--- config.mk ---
export PLATFORM = sky130hd
export DESIGN_NAME = swd_txn_engine
export DESIGN_NICKNAME = d
export VERILOG_FILES = /design/src/rtl/swd_txn_pkg.sv /design/src/rtl/swd_slot_timer.sv /design/src/rtl/swd_rx_capture.sv /design/src/rtl/swd_txn_engine.sv
export SDC_FILE = /design/constraint.sdc
export NUM_CORES = 1
export LEC_CHECK = 0
export ABC_CLOCK_PERIOD_IN_PS = 4050
export CORE_MARGIN = 1.5
export CORE_UTILIZATION = 56
export DETAILED_ROUTE_END_ITERATION = 7
export PLACE_DENSITY = 0.8
export SYNTH_ARGS = -nofsm -noshare
export SYNTH_HDL_FRONTEND = slang
export SYNTH_SLANG_ARGS = --single-unit
--- constraint.sdc ---
create_clock -name clk -period 4.05 [get_ports clk]
set_input_delay 0.81 -clock clk [delete_from_list [all_inputs] [get_ports clk]]
set_output_delay 0.81 -clock clk [all_outputs]
set_load 0.005 [all_outputs]
--- src/rtl/swd_txn_pkg.sv ---
package swd_txn_pkg;

    typedef enum logic [3:0] {
        ST_IDLE,
        ST_HDR,
        ST_TRN_A,
        ST_ACK,
        ST_RDAT,
        ST_TRN_B,
        ST_WDAT,
        ST_DUMMY,
        ST_BACKOFF,
        ST_IDLECYC
    } swd_state_e;

    localparam logic [2:0] ACK_OK    = 3'b001;
    localparam logic [2:0] ACK_WAIT  = 3'b010;
    localparam logic [2:0] ACK_FAULT = 3'b100;

    localparam logic [3:0] STAT_PARERR = 4'b1000;

    localparam int HDR_BITS = 8;
    localparam int ACK_BITS = 3;

endpackage

--- src/rtl/swd_slot_timer.sv ---
module swd_slot_timer #(
    parameter int HALF = 2
) (
    input  logic clk,
    input  logic rst_n,
    input  logic run,
    output logic swclk,
    output logic rise,
    output logic slot_end
);
    localparam int SLOT = 2 * HALF;
    localparam int PH_W = (SLOT > 2) ? $clog2(SLOT) : 1;

    logic [PH_W-1:0] ph;

    always_ff @(posedge clk or negedge rst_n) begin
        if (!rst_n) begin
            ph <= '0;
        end else if (!run || ph == PH_W'(SLOT - 1)) begin
            ph <= '0;
        end else begin
            ph <= ph + 1'b1;
        end
    end

    assign swclk    = run ? (ph >= PH_W'(HALF)) : 1'b1;
    assign rise     = run && (ph == PH_W'(HALF - 1));
    assign slot_end = run && (ph == PH_W'(SLOT - 1));

endmodule

--- src/rtl/swd_rx_capture.sv ---
module swd_rx_capture #(
    parameter int DATA_W = 32
) (
    input  logic            clk,
    input  logic            rst_n,
    input  logic            clr,
    input  logic            sample,
    input  logic            ack_en,
    input  logic            data_en,
    input  logic            din,
    output logic [2:0]      ack,
    output logic [DATA_W:0] frame
);
    always_ff @(posedge clk or negedge rst_n) begin
        if (!rst_n) begin
            ack   <= '0;
            frame <= '0;
        end else if (clr) begin
            ack   <= '0;
            frame <= '0;
        end else if (sample) begin
            if (ack_en) begin
                ack <= {din, ack[2:1]};
            end
            if (data_en) begin
                frame <= {din, frame[DATA_W:1]};
            end
        end
    end

endmodule

--- src/rtl/swd_txn_engine.sv ---
module swd_txn_engine
    import swd_txn_pkg::*;
#(
    parameter int HALF_PERIOD = 2,
    parameter int DATA_W      = 32,
    parameter int TRN_W       = 2,
    parameter int IDLE_W      = 8
) (
    input  logic              clk,
    input  logic              rst_n,
    input  logic              start,
    input  logic [3:0]        req,
    input  logic [DATA_W-1:0] wdata,
    input  logic [TRN_W-1:0]  trn_cfg,
    input  logic [IDLE_W-1:0] idle_cfg,
    input  logic              data_phase_en,
    output logic              busy,
    output logic              done,
    output logic [3:0]        status,
    output logic [DATA_W-1:0] rdata,
    output logic              swclk,
    output logic              swdio_out,
    output logic              swdio_oe,
    input  logic              swdio_in
);
    localparam int TRN_MAX  = 1 << TRN_W;
    localparam int LONGEST  = TRN_MAX + DATA_W + 1;
    localparam int IDLE_MAX = 1 << IDLE_W;
    localparam int CNT_W    = $clog2((LONGEST > IDLE_MAX ? LONGEST : IDLE_MAX) + 1);
    localparam int WIDX_W   = $clog2(DATA_W + 1);
    localparam int HIDX_W   = $clog2(HDR_BITS);

    typedef logic [CNT_W-1:0] cnt_t;

    swd_state_e        state, state_n;
    cnt_t              cnt, cnt_n;
    logic              finish;
    logic [3:0]        req_q;
    logic [DATA_W-1:0] wdata_q;
    logic [TRN_W-1:0]  trn_q;
    logic [IDLE_W-1:0] idle_q;
    logic              dp_q;
    logic              rise, slot_end, last;
    logic [2:0]        ack_cap;
    logic [DATA_W:0]   frame_cap;
    logic              is_read, ack_ok, ack_hold, par_bad;
    cnt_t              trn_last, data_last, back_last;
    logic [HDR_BITS-1:0] hdr_frame;
    logic [DATA_W:0]   wframe;
    logic [HIDX_W-1:0] hidx;
    logic [WIDX_W-1:0] widx;

    assign busy = (state != ST_IDLE);

    swd_slot_timer #(.HALF(HALF_PERIOD)) u_timer (
        .clk      (clk),
        .rst_n    (rst_n),
        .run      (busy),
        .swclk    (swclk),
        .rise     (rise),
        .slot_end (slot_end)
    );

    swd_rx_capture #(.DATA_W(DATA_W)) u_rx (
        .clk     (clk),
        .rst_n   (rst_n),
        .clr     (state == ST_IDLE && start),
        .sample  (rise),
        .ack_en  (state == ST_ACK),
        .data_en (state == ST_RDAT),
        .din     (swdio_in),
        .ack     (ack_cap),
        .frame   (frame_cap)
    );

    assign is_read   = req_q[1];
    assign ack_ok    = (ack_cap == ACK_OK);
    assign ack_hold  = (ack_cap == ACK_WAIT) || (ack_cap == ACK_FAULT);
    assign par_bad   = (^frame_cap[DATA_W-1:0]) != frame_cap[DATA_W];
    assign trn_last  = cnt_t'(trn_q);
    assign data_last = cnt_t'(DATA_W);
    assign back_last = cnt_t'(trn_q) + cnt_t'(DATA_W + 1);
    assign last      = slot_end && (cnt == '0);

    // Next-state logic
    always_comb begin
        state_n = state;
        cnt_n   = cnt;
        finish  = 1'b0;
        if (state != ST_IDLE && slot_end && cnt != '0) begin
            cnt_n = cnt - 1'b1;
        end
        unique case (state)
            ST_IDLE: begin
                if (start) begin
                    state_n = ST_HDR;
                    cnt_n   = cnt_t'(HDR_BITS - 1);
                end
            end
            ST_HDR: begin
                if (last) begin
                    state_n = ST_TRN_A;
                    cnt_n   = trn_last;
                end
            end
            ST_TRN_A: begin
                if (last) begin
                    state_n = ST_ACK;
                    cnt_n   = cnt_t'(ACK_BITS - 1);
                end
            end
            ST_ACK: begin
                if (last) begin
                    if (ack_ok && is_read) begin
                        state_n = ST_RDAT;
                        cnt_n   = data_last;
                    end else if (ack_ok) begin
                        state_n = ST_TRN_B;
                        cnt_n   = trn_last;
                    end else if (ack_hold && is_read && dp_q) begin
                        state_n = ST_DUMMY;
                        cnt_n   = data_last;
                    end else if (ack_hold) begin
                        state_n = ST_TRN_B;
                        cnt_n   = trn_last;
                    end else begin
                        state_n = ST_BACKOFF;
                        cnt_n   = back_last;
                    end
                end
            end
            ST_RDAT: begin
                if (last) begin
                    state_n = ST_TRN_B;
                    cnt_n   = trn_last;
                end
            end
            ST_TRN_B: begin
                if (last) begin
                    if (ack_ok && !is_read) begin
                        state_n = ST_WDAT;
                        cnt_n   = data_last;
                    end else if (ack_ok && idle_q != '0) begin
                        state_n = ST_IDLECYC;
                        cnt_n   = cnt_t'(idle_q) - 1'b1;
                    end else if (!ack_ok && !is_read && dp_q) begin
                        state_n = ST_DUMMY;
                        cnt_n   = data_last;
                    end else begin
                        state_n = ST_IDLE;
                        finish  = 1'b1;
                    end
                end
            end
            ST_WDAT: begin
                if (last) begin
                    if (idle_q != '0) begin
                        state_n = ST_IDLECYC;
                        cnt_n   = cnt_t'(idle_q) - 1'b1;
                    end else begin
                        state_n = ST_IDLE;
                        finish  = 1'b1;
                    end
                end
            end
            ST_DUMMY: begin
                if (last) begin
                    if (is_read) begin
                        state_n = ST_TRN_B;
                        cnt_n   = trn_last;
                    end else begin
                        state_n = ST_IDLE;
                        finish  = 1'b1;
                    end
                end
            end
            ST_BACKOFF, ST_IDLECYC: begin
                if (last) begin
                    state_n = ST_IDLE;
                    finish  = 1'b1;
                end
            end
            default: begin
                state_n = ST_IDLE;
            end
        endcase
    end

    // State and result registers
    always_ff @(posedge clk or negedge rst_n) begin
        if (!rst_n) begin
            state   <= ST_IDLE;
            cnt     <= '0;
            req_q   <= '0;
            wdata_q <= '0;
            trn_q   <= '0;
            idle_q  <= '0;
            dp_q    <= 1'b0;
            status  <= '0;
            rdata   <= '0;
            done    <= 1'b0;
        end else begin
            state <= state_n;
            cnt   <= cnt_n;
            done  <= finish;
            if (state == ST_IDLE && start) begin
                req_q   <= req;
                wdata_q <= wdata;
                trn_q   <= trn_cfg;
                idle_q  <= idle_cfg;
                dp_q    <= data_phase_en;
            end
            if (finish) begin
                if (ack_ok && is_read && par_bad) begin
                    status <= STAT_PARERR;
                end else begin
                    status <= {1'b0, ack_cap};
                end
                if (ack_ok && is_read) begin
                    rdata <= frame_cap[DATA_W-1:0];
                end
            end
        end
    end

    // Line outputs
    assign hdr_frame = {1'b1, 1'b0, ^req_q, req_q[3], req_q[2], req_q[1], req_q[0], 1'b1};
    assign wframe    = {^wdata_q, wdata_q};
    assign hidx      = HIDX_W'(HDR_BITS - 1) - cnt[HIDX_W-1:0];
    assign widx      = WIDX_W'(data_last - cnt);

    always_comb begin
        swdio_oe  = 1'b1;
        swdio_out = 1'b1;
        unique case (state)
            ST_HDR: begin
                swdio_out = hdr_frame[hidx];
            end
            ST_TRN_A, ST_ACK, ST_RDAT, ST_TRN_B, ST_BACKOFF: begin
                swdio_oe = 1'b0;
            end
            ST_WDAT: begin
                swdio_out = wframe[widx];
            end
            ST_DUMMY: begin
                swdio_oe  = !is_read;
                swdio_out = is_read;
            end
            ST_IDLECYC: begin
                swdio_out = 1'b0;
            end
            default: begin
                swdio_oe  = 1'b1;
                swdio_out = 1'b1;
            end
        endcase
    end

endmodule

# [Yosys cells after proc, flatten, opt, wreduce, memory -nomap -nowiden]
# Cells that the tools add are included.
[totals] romBits=0 output_inout_bits=41 latchBits=0 inputBits=51 mem_count=0 wordCells=145 regBits=135 mem_bits_rw=0
[classes] order_cmp=3 multipliers=0 shifts=0 n_mux=62 n_addsub=6 reduce_logical=37 bitwise=0 div=0 n_eq_ne=24
[op_table] op="$mux 9" n=13
[op_table] op="$mux 33" n=3
[op_table] op="$mux 4" n=17
[op_table] op="$reduce_xor 32->1" n=2
[op_table] op="$pmux 9 s7" n=1
[op_table] op="$pmux 4 s9" n=1
[op_table] op="$mux 7" n=4
[op_table] op="$ne 2x2->1 const B" n=9
[op_table] op="$eq 4x3->1 const B" n=4
[op_table] op="$mux 3" n=5
[op_table] op="$logic_and 1x1->1" n=14
[op_table] op="$mux 1" n=12
[op_table] op="$logic_not 9->1" n=1
[op_table] op="$reduce_and 9->1" n=1
[op_table] op="$reduce_bool 9->1" n=1
[op_table] op="$sub 8x1->9 const B" n=1
[op_table] op="$sub 9x1->9 const B" n=1
[op_table] op="$eq 4x2->1 const B" n=2
[op_table] op="$eq 4x4->1 const B" n=2
[op_table] op="$pmux 1 s4" n=2
[op_table] op="$reduce_bool 8->1" n=1
[op_table] op="$add 2x6->7 const B" n=1
[op_table] op="$lt 6x7->1 const B" n=1
[op_table] op="$bmux 1 s6" n=1
[op_table] op="24 further kinds" n=32

# [Logic depth before layout (Yosys ltp)]
[depth] ltp_word=10 mapped_depth=11 depth_no_buf=8

# [Hierarchy]
# Synthesis repeated with hierarchy kept, for this count alone.
[unflattened] cells_unflattened=660 hier_area_um2=7516.0
[modules_own_cells] mod="swd_txn_engine" instances=1 cells_each=529 area_per_inst_um2=5826.8
[modules_own_cells] mod="swd_rx_capture" instances=1 cells_each=121 area_per_inst_um2=1564.0
[modules_own_cells] mod="swd_slot_timer" instances=1 cells_each=10 area_per_inst_um2=125.1

# [Least setup slack after synthesis]
# Ideal clock, no wire load.
[synth_path] kind="reg2out" from="register cnt[0]" to="output port swdio_out" path_stages_with_launch=12 setup_slack_ns=0.381 arrival_time_ns=2.859 required_ns=3.240 cell_sequence="dfrtp_1 clkbuf_1 clkbuf_1 inv_1 ha_1 buf_1 mux4_2 nor2b_1 a211oi_1 a21oi_1 o221ai_1 o311ai_0"
[synth_via] elab_chain_cells=4 word_cells_on_any_way=7 cone_classes="add/sub: 2; mux: 5"
[synth_rtl] item="start: declaration" line="swd_txn_engine.sv:36" source="cnt_t cnt, cnt_n;"
[synth_rtl] item="start signal: assignment" line="swd_txn_engine.sv:204" source="cnt <= cnt_n;"
[synth_rtl] item="$sub 6x6->6 / $sub 3x3->3 (equally long branches)" line="swd_txn_engine.sv:230, swd_txn_engine.sv:229"
[synth_rtl] item="$bmux 1 s6 / $bmux 1 s3 (equally long branches)" line="swd_txn_engine.sv:243, swd_txn_engine.sv:237"
[synth_rtl] item="$mux 1 (on tied branches)" line="swd_txn_engine.sv:243, swd_txn_engine.sv:237"
[synth_rtl] item="$pmux 1 s4 (*)" line="swd_txn_engine.sv:235" source="unique case (state)"
[synth_rtl] item="end: declaration" line="swd_txn_engine.sv:22" source="output logic swdio_out,"
# Mark *: on every way between the ends. The rest lies on a longest branch, timed or not. The select of a mux whose other input is x is not followed.

# [Worst setup path in the final report]
[layout_path] from="register cnt[1]" to="output port swdio_out"
# The elaborated chain is that of the path after synthesis.

==> impl_metrics.env <==
export IMPL_status="complete, no violations"
export IMPL_netlist_instances=685
export IMPL_worst_pin_slew_ns=1.15
export IMPL_utilization_pct=71.0
export IMPL_setup_viol=0
export IMPL_drtPass1Iterations=5
export IMPL_rrSetupSlack_ns=0.92
export IMPL_die_area_mm2=0.0140
export IMPL_power_uw=7900
export IMPL_synth_common_cells="dfrtp_1 (135), nand2_1 (101), xnor2_1 (65), a21oi_1 (52), mux2_2 (51)"
export IMPL_ys_flop_type="dfrtp_1"
export IMPL_hold_viol=0
export IMPL_postSynthAreaPerCell_um2=10.9
export IMPL_crit_fanout=10
export IMPL_ys_ff_latch=135
export IMPL_fin_area_mm2=0.00907
export IMPL_hp_class="input port to async pin"
export IMPL_grt_pass1_vias=5899
export IMPL_finClkSkew_ns=0.00990
export IMPL_htreeDepth=4
export IMPL_slew_viol_final=0
export IMPL_core_mm2=0.0128
export IMPL_yosys_warnings=0
export IMPL_reg2reg_to="state[0]$_DFFE_PN0P_"
export IMPL_routedWlPerCell_um=18.6
export IMPL_cts_buffers=17
export IMPL_cts_root_buffer="clkbuf_16"
export IMPL_top_level_ports=92
export IMPL_crit_start="cnt[1]$_DFF_PN0_"
export IMPL_p_leak_uw=0.00382
export IMPL_hold_ws_ns=0.401
export IMPL_drc=0
export IMPL_vias=5667
export IMPL_end_kind="primary output"
export IMPL_fin_crit_ns=3.86
export IMPL_drt_wl_total_um=17800
export IMPL_synthArstFlopShare_pct=100
export IMPL_antenna_left=0
export IMPL_dr_first_iter_drc_count=368
export IMPL_antenna_found_initial=0
export IMPL_synth_edf_count=0
export IMPL_timing_fmax_mhz=259
export IMPL_synth_largest_area_cell="dfrtp_1"
export IMPL_maxCapViolCount=0
export IMPL_clock_latency_ns=0.43
export IMPL_pre_cts_ws_ns=0.479
export IMPL_grt_busiest_layer="met2"
export IMPL_synth_distinct_cells=66
export IMPL_area_delta_synth_final_pct=22.0
export IMPL_crit_arrival_ns=3.05
export IMPL_fin_nets=832
export IMPL_synth_most_common_cell="dfrtp_1"
export IMPL_syn_area_mm2=0.00744
export IMPL_setup_worst_path_class="register to primary output"
export IMPL_grt_util_met1_pct=32.9
export IMPL_peakVddDrop_mv=0.492
export IMPL_r2r_start="cnt[1]$_DFF_PN0_"
export IMPL_cp_slowest_cell="dfrtp_1"
export IMPL_post_cts_repair_setup_buffers=0
export IMPL_diodes=0
export IMPL_gr_usage_met2_pct=44.8
export IMPL_grt_usage_pct=27.0
export IMPL_cts_sinks=135
export IMPL_grt_start_max_net_pins=58
export IMPL_cts_hold_buf=0
export IMPL_fillers=894
export IMPL_initial_core_util_pct=58.2
export IMPL_setup_slack_ns=0.186
export IMPL_clockBufferDepth=2
export IMPL_fp_dieW_um=118
export IMPL_period_share_pct=95.4
export IMPL_io_buffer_count=91
export IMPL_max_slew_margin_pct=23.2
export IMPL_gr_total_overflow=0
export IMPL_reg2reg_depth=7
export IMPL_placed_area_mm2=0.00854
export IMPL_cp_slowest_stage_delay_ns=0.49
export IMPL_synth_net_count=744
export IMPL_ys_top_cells_by_area="dfrtp_1 (45%), mux2_2 (7.7%), xnor2_1 (7.7%), mux2_4 (6.1%), nand2_1 (5.1%)"
export IMPL_powerDensity_mw_per_mm2=871
export IMPL_rows=41
export IMPL_cts_tree="yes"
export IMPL_cp_data_required_time_ns=3.24
export IMPL_critPathCapture="swdio_out"
export IMPL_gp_congestion=0.960
export IMPL_dp_hpwl_um=12300
export IMPL_dieHeight_um=118
export IMPL_ys_seq_area_share_pct=45.4
export IMPL_routed_via_density=5.95
export IMPL_met3_usage_pct=7.87
export IMPL_clk_pin_slew_ns=0.06
export IMPL_synth_top_cell_area_share_pct=45.4
export IMPL_crit_path_cell_trace="inv_1, ha_4, mux4_2, nor2b_1, a211oi_1, a21oi_1, o221ai_1, o311ai_1, clkdlybuf4s50_1"
export IMPL_grt_pass1_wl_um=29800
export IMPL_drive_above_1_share_pct=18.8
export IMPL_crit_path_start_kind="register"
state kept, by name (all words and copies together) (netlist names):
signal	count
u_rx.frame	33
status	4
idle_q	8
cnt	9
trn_q	2
u_rx.ack	3
req_q	4
wdata_q	32
dp_q	1
u_timer.ph	2
state	4
done	1
rdata	32
cell type report:
type / instances / area [um2] / area share, %
Multi-Input combinational cell: 495 / 3840 / 42.4
Inverter: 15 / 56.3 / 0.621
Tap cell: 172 / 215 / 2.37
Clock buffer: 23 / 488 / 5.38
Sequential cell: 135 / 3380 / 37.2
Clock inverter: 4 / 23.8 / 0.262
Timing Repair Buffer: 109 / 1070 / 11.8
worst max-delay path, delay by kind of cell (launching register included):
family / cells / cell delay (ns)
AND/OR/NAND/NOR: 1 / 0.14
adder cells (fa/ha/maj): 1 / 0.37
buffers and inverters: 2 / 0.64
AO/OA/AOI/OAI: 4 / 0.67
flip-flops: 1 / 0.49
multiplexers: 1 / 0.31
placed cells by master, fill, tap and decap left out, types with 3 or more instances in the layout:
master,instances
dfrtp_1,135
nand2_1,101
clkdlybuf4s50_1,90
xnor2_1,65
a21oi_1,52
mux2_2,51
mux2_4,30
o21ai_0,22
nor2_1,21
clkbuf_16,17
buf_4,17
inv_1,15
nor3_1,14
xor2_1,13
nand3_1,11
mux4_2,8
a211oi_1,7
ha_1,7
o22ai_1,6
mux2i_1,5
nor3b_1,4
nor4_1,4
o31ai_1,4
o211ai_1,4
clkbuf_8,4
nand2b_1,3
nor2b_1,3
nand4_1,3
or4_1,3
o221ai_1,3
xnor3_1,3
o21bai_1,3
a31oi_1,3
clkinv_2,3
timing repair:
action | in CTS | in global routing
gates resized for setup | 1 | 3
endpoints found under the hold margin | 0 | 0
setup endpoints to repair | 1 | 1
where the power goes:
group | total [uW] | switching, uW | leakage [uW] | internal (uW)
Combinational | 4110 | 2000 | 0.00180 | 2120
Clock | 1380 | 550 | 0.000256 | 826
Sequential | 2410 | 599 | 0.00176 | 1820
kinds of logic (layout without fill, tap and decap cells):
logic type      after synthesis  in the layout  share of synthesized area (%)
compound gates              122            122                           10.5
xor+xnor                     82             82                           10.2
fa+ha+maj                     8              8                           1.35
buf+inv                      55            151                           3.25
flops                       135            135                           45.4
mux                          94             94                           16.9
simple gates                189            189                           12.4
per-layer routing:
layer | vias to the layer above | wire length [um]
met3 | 55 | 964
met5 | - | 0
met2 | 227 | 8880
li1 | 2590 | -
met1 | 2795 | 7330
met4 | 0 | 581
metrics by stage:
| step | cells | setup TNS (ns) |
|---|---|---|
| CTS | 953 | 0 |
| detailed placement | 926 | 0 |
| floorplan | 685 | 0 |
| finish | 953 | 0 |
| global route | 953 | -0.00646 |
| global placement | 926 | 0 |
how the worst min path moves through the flow:
stage / end / slack (ns)
after floorplan: u_timer.ph[0]$_DFF_PN0_ / 0.47
after global placement: u_timer.ph[0]$_DFF_PN0_ / 0.48
after detailed placement: u_timer.ph[0]$_DFF_PN0_ / 0.49
after CTS: rdata[3]$_DFFE_PN0P_ / 0.43
after global routing: rdata[3]$_DFFE_PN0P_ / 0.45
final: rdata[4]$_DFFE_PN0P_ / 0.40
No activity file was read; power rests on OpenSTA's default activity.
